===== config.mk =====
export PLATFORM = sky130hd
export DESIGN_NAME = cmd_ctr_timer
export DESIGN_NICKNAME = d
export VERILOG_FILES = /design/src/rtl/cmd_ctr_timer.sv
export SDC_FILE = /design/constraint.sdc
export NUM_CORES = 1
export LEC_CHECK = 0
export ABC_AREA = 1
export BUFFER_PORTS_ARGS = -buffer_cell sky130_fd_sc_hd__buf_2
export CELL_PAD_IN_SITES_DETAIL_PLACEMENT = 0
export CELL_PAD_IN_SITES_GLOBAL_PLACEMENT = 1
export CORE_MARGIN = 1.5
export CORE_UTILIZATION = 42
export CTS_CLUSTER_SIZE = 10
export DETAILED_ROUTE_END_ITERATION = 16
export GPL_TIMING_DRIVEN = 0
export MAX_ROUTING_LAYER = met4
export PLACE_DENSITY = 0.89
export SLEW_MARGIN = 20
export SYNTH_ARGS = -nofsm -noshare
export SYNTH_HDL_FRONTEND = slang
export SYNTH_SLANG_ARGS = --single-unit

===== constraint.sdc =====
create_clock -name clk -period 4.6 [get_ports clk]
set_clock_uncertainty 0.1 [all_clocks]
set_input_delay 0.46 -clock clk [delete_from_list [all_inputs] [get_ports clk]]
set_output_delay 0.46 -clock clk [all_outputs]
set_load 0.03 [all_outputs]

===== src/rtl/cmd_ctr_timer.sv =====
module cmd_ctr_timer #(
  parameter int BYTE_W   = 8,
  parameter int ADDR_W   = 3,
  parameter int MODE_BIT = 6,
  parameter logic [ADDR_W-1:0] A_PRE_HI = 3'd0,
  parameter logic [ADDR_W-1:0] A_PRE_LO = 3'd1,
  parameter logic [ADDR_W-1:0] A_CTRL   = 3'd2,
  parameter logic [ADDR_W-1:0] A_START  = 3'd3,
  parameter logic [ADDR_W-1:0] A_STOP   = 3'd4
) (
  input  logic                clk,
  input  logic                rst_n,
  input  logic [ADDR_W-1:0]   bus_addr,
  input  logic                bus_wr,
  input  logic                bus_rd,
  input  logic [BYTE_W-1:0]   bus_wdata,
  input  logic                tick,
  input  logic                flag_clr,
  output logic [2*BYTE_W-1:0] count_o,
  output logic                running_o,
  output logic                event_o
);
  localparam int CNT_W = 2 * BYTE_W;

  logic [BYTE_W-1:0] pre_hi, pre_lo;
  logic [CNT_W-1:0]  cnt_q;
  logic              run_q, evt_q, mode_q;

  wire [CNT_W-1:0] preload   = {pre_hi, pre_lo};
  wire             do_start  = bus_rd && (bus_addr == A_START);
  wire             do_stop   = bus_rd && (bus_addr == A_STOP);
  wire             stop_halt = do_stop && !mode_q;
  wire             adv       = run_q && tick && !do_start && !stop_halt;
  wire [CNT_W-1:0] cnt_dec   = cnt_q - CNT_W'(1);
  wire             hit       = adv && (cnt_dec == '0);

  always_ff @(posedge clk) begin
    if (!rst_n) begin
      pre_hi <= '0;
      pre_lo <= '0;
      mode_q <= 1'b0;
    end else if (bus_wr) begin
      if (bus_addr == A_PRE_HI) pre_hi <= bus_wdata;
      if (bus_addr == A_PRE_LO) pre_lo <= bus_wdata;
      if (bus_addr == A_CTRL)   mode_q <= bus_wdata[MODE_BIT];
    end
  end

  always_ff @(posedge clk) begin
    if (!rst_n) begin
      cnt_q <= '0;
      run_q <= 1'b1;
    end else if (do_start) begin
      cnt_q <= preload;
      run_q <= 1'b1;
    end else if (stop_halt) begin
      cnt_q <= preload;
      run_q <= 1'b0;
    end else if (adv) begin
      if (hit && mode_q) begin
        cnt_q <= preload;
      end else begin
        cnt_q <= cnt_dec;
        if (hit) run_q <= 1'b0;
      end
    end
  end

  always_ff @(posedge clk) begin
    if (!rst_n)                    evt_q <= 1'b0;
    else if (hit)                  evt_q <= 1'b1;
    else if (do_stop || flag_clr)  evt_q <= 1'b0;
  end

  assign count_o   = cnt_q;
  assign running_o = run_q;
  assign event_o   = evt_q;

  a_r3_start_load: assert property (@(posedge clk) disable iff (!rst_n)
    do_start |=> (count_o == $past(preload)) && running_o);
  a_r4_wrap: assert property (@(posedge clk) disable iff (!rst_n)
    (running_o && tick && !bus_rd && count_o == '0) |=> count_o == '1);
  a_r4_idle_hold: assert property (@(posedge clk) disable iff (!rst_n)
    (!running_o && !bus_rd) |=> $stable(count_o));
  a_r5_event_set: assert property (@(posedge clk) disable iff (!rst_n)
    (running_o && tick && !bus_rd && count_o == CNT_W'(1)) |=> event_o);
  a_r6_halt_zero: assert property (@(posedge clk) disable iff (!rst_n)
    (running_o && tick && !bus_rd && !mode_q && count_o == CNT_W'(1)) |=> !running_o && count_o == '0);
  a_r8_stop_clears: assert property (@(posedge clk) disable iff (!rst_n)
    (do_stop && !(tick && running_o && mode_q && count_o == CNT_W'(1))) |=> !event_o);
  a_r10_timer_stop_keeps_run: assert property (@(posedge clk) disable iff (!rst_n)
    (do_stop && mode_q && running_o) |=> running_o);
endmodule


==> results.json <==
{
  "fmax_ghz": 0.4077,
  "crit_top_cell": "nor2_1",
  "synthSimpleGateAreaFrac": 0.3645,
  "cp_slowest_cell": "dfxtp_1",
  "setup_tns_ns": 0,
  "synth_edf_count": 0,
  "cp.arrival_ns": 2.54,
  "hold_start": "flag_clr",
  "synth_cell_types": 26,
  "critPathLaunchType": "register",
  "htree_levels": 2,
  "required_ns": 4.69,
  "finalMaxSlewViolations": 0,
  "via_count": 2119,
  "overflow": 0,
  "path_cells": "inv_1, ha_1, inv_1, nand2_1, nand2_1, nor2_1, nand3_1, nor2_1, nand3_2, nor2_4, nand3_4, buf_6, nand3_1, nand2_1, nor2_1, nor2_1",
  "clkSinkCount": 35,
  "crit_fanout": 10,
  "cts_buffer_depth": 2,
  "p_leak_nw": 1.163,
  "power_density_mw_per_mm2": 362.8,
  "syn_to_final_growth_pct": 16.64,
  "layout_setup_ws_ns": 2.147,
  "hold_end": "event_o",
  "tightest_slew_ns": 0.5647,
  "hold_viol": 0,
  "period_needed_ns": 2.453,
  "ant_nets": 0,
  "synth_seq_area_share": 0.3292,
  "hold-worst-slack_ns": 0.3394,
  "drc": 0,
  "fin_total_pwr_uw": 900.7,
  "finalWeightedCongestion": 0.8336,
  "port_buffers": 34,
  "clkLatencyLatePin_ns": 0.29,
  "worstSetupPathType": "reg2reg",
  "ff2ff_setup_slack_ns": 2.15,
  "cts_buffers": 5,
  "syn-num-nets": 348,
  "synth_xor_area_frac": 0,
  "max_stage_delay_ns": 0.33,
  "drive_gt1_frac": 0.1941,
  "vias_per_cell": 4.838,
  "r2r_cells": 16,
  "die_w_um": 74.19,
  "grt_max_degree": 11,
  "hp-class": "in2reg",
  "synthAdderAreaFrac": 0.01176,
  "critical_path_buf_inv_count": 3,
  "ys_seq_elements": 35,
  "wl_um": 5446,
  "design.die.area_sq_mm": 0.005503,
  "rsz0062_at_grt": "no",
  "firstDrtPassIters": 6,
  "synth_top_flop_cell": "dfxtp_1",
  "synth_compound_area_frac": 0.1905,
  "ir_worst_vdd_uv": 165.5,
  "rr_endpoint": "count_o[4]",
  "synth.area.mux_share": 0,
  "syn-instance-count": 329,
  "postSynth.asyncResetShare": 0,
  "cts_tree": "done",
  "finalSetupViolCount": 0,
  "cts_resized": 0,
  "fin_crit_sh": 0.5332,
  "synth_warnings": 0,
  "avgSynthCellArea_sq_um": 6.469,
  "place_hpwl_um": 4193,
  "cts_root_buf": "clkbuf_8",
  "critical_path.top_delay_family": "simple AND/OR/NAND/NOR gates",
  "io_pins": 35,
  "synth_top_family_by_area": "simple AND/OR/NAND/NOR gates",
  "holdPathStages": 3,
  "relSlewSlack": 0.6235,
  "clk_pin_slew_worst_paths_ns": 0.07,
  "antenna_found_initial": 0,
  "synth.cell_area_sq_mm": 0.002128,
  "grt_usage": 0.2220,
  "grt_pass1_wl_um": 8949,
  "diodes": 0,
  "cp-end-kind": "register",
  "reg2reg_from": "count_o[0]",
  "die_h_um": 74.19,
  "drv_cap": 0,
  "num-nets-final": 389,
  "cts_setup_buffers": 0,
  "rows": 25,
  "drtIter0Drc": 103,
  "dp_slack_ns": 2.154,
  "holdBufCountCts": 0,
  "start_util": 0.4418,
  "core_sq_mm": 0.004817,
  "grt_pass1_vias": 1954,
  "avgRoutedWirePerCell_um": 12.43,
  "status": "finished clean"
}
==> layer usage <==
metal	share of wire	wire, um	global-route usage	up-vias
met3	0.042	231	0.05149	9
li1	-	-	-	1142
met2	0.43	2357	0.3373	53
met4	0.020	108	0.09259	0
met5	0	0	-	-
met1	0.50	2748	0.2821	915
==> through the flow <==
step                cell area [sq um]    util  std cells
finish                           2482  0.5153        438
global route                     2482  0.5153        438
CTS                              2482  0.5153        438
detailed placement               2382  0.4945        430
global placement                 2382  0.4945        430
floorplan                        2128       -        329
==> state kept, by name, indices dropped and copies added (netlist names) <==
name	flops
count_o	16
event_o	1
mode_q	1
pre_hi	8
pre_lo	8
running_o	1
==> Yosys cell counts, types with 2 or more instances <==
cell      instances  area [sq um]
inv_1            39         146.4
nand3_1          21         105.1
inv_2             3         11.26
nor2_2            5         31.28
nand3b_1          7         52.55
nand2_1          72         270.3
dfxtp_1          35         700.7
and2_1            2         12.51
ha_1              2         25.02
o21ai_0          35         175.2
a21boi_0          2         15.01
a21oi_1          23         115.1
a21oi_2           8         70.07
buf_6             2         22.52
nor2_1           39         146.4
nor2_4            4         45.04
o21ai_1           3         15.01
nand2_2           4         25.02
nand3_2           4         40.04
nand4_1           4         25.02
clkbuf_1         10         37.54
==> power by group <==
group	switching, mW	internal [mW]
Sequential	0.0280	0.325
Clock	0.113	0.137
Combinational	0.198	0.0992
Total	0.339	0.561
==> logic make-up (layout without fill, tap and decap cells) <==
logic type / after synthesis / after routing
simple gates: 164 / 164
buf+inv: 55 / 97
flops: 35 / 35
fa+ha+maj: 2 / 2
compound gates: 73 / 73
==> final cells by class <==
type / instances / area (sq um)
Fill cell: 529 / 2335
Multi-Input combinational cell: 239 / 1206
Sequential cell: 35 / 700.7
Timing Repair Buffer: 34 / 170.2
Inverter: 43 / 161.4
Clock buffer: 8 / 100.1
Tap cell: 67 / 83.83
Buffer: 12 / 60.06
==> worst max-delay path by stage <==
stage               cells past startpoint  startpoint  slack (ns)         end
floorplan                              15  count_o[0]        2.29  count_o[4]
global placement                       16  count_o[0]        2.17  count_o[2]
detailed placement                     16  count_o[0]        2.15  count_o[2]
CTS                                    16  count_o[0]        2.13  count_o[2]
global route                           14  count_o[0]        1.88  count_o[2]
finish                                 16  count_o[0]        2.15  count_o[4]
==> worst register-to-register path, delay by kind of cell (launching register included) <==
| family | cells | cell delay [ns] |
|---|---|---|
| adder cells (fa/ha/maj) | 1 | 0.33 |
| flip-flops | 1 | 0.33 |
| buffers and inverters | 3 | 0.41 |
| AND/OR/NAND/NOR | 12 | 1.18 |
==> cells in the final DEF, fill, tap and decap left out, types with 5 or more instances in the layout <==
cell type,Yosys,layout
o21ai_0,35,35
nand3b_1,7,7
nor2_1,39,39
nand3_1,21,21
clkbuf_1,10,11
nor2_2,5,5
nand2_1,72,72
dfxtp_1,35,35
buf_2,0,34
clkbuf_8,0,7
inv_1,39,39
a21oi_1,23,23
a21oi_2,8,8
(Power assumes the default switching activity.)
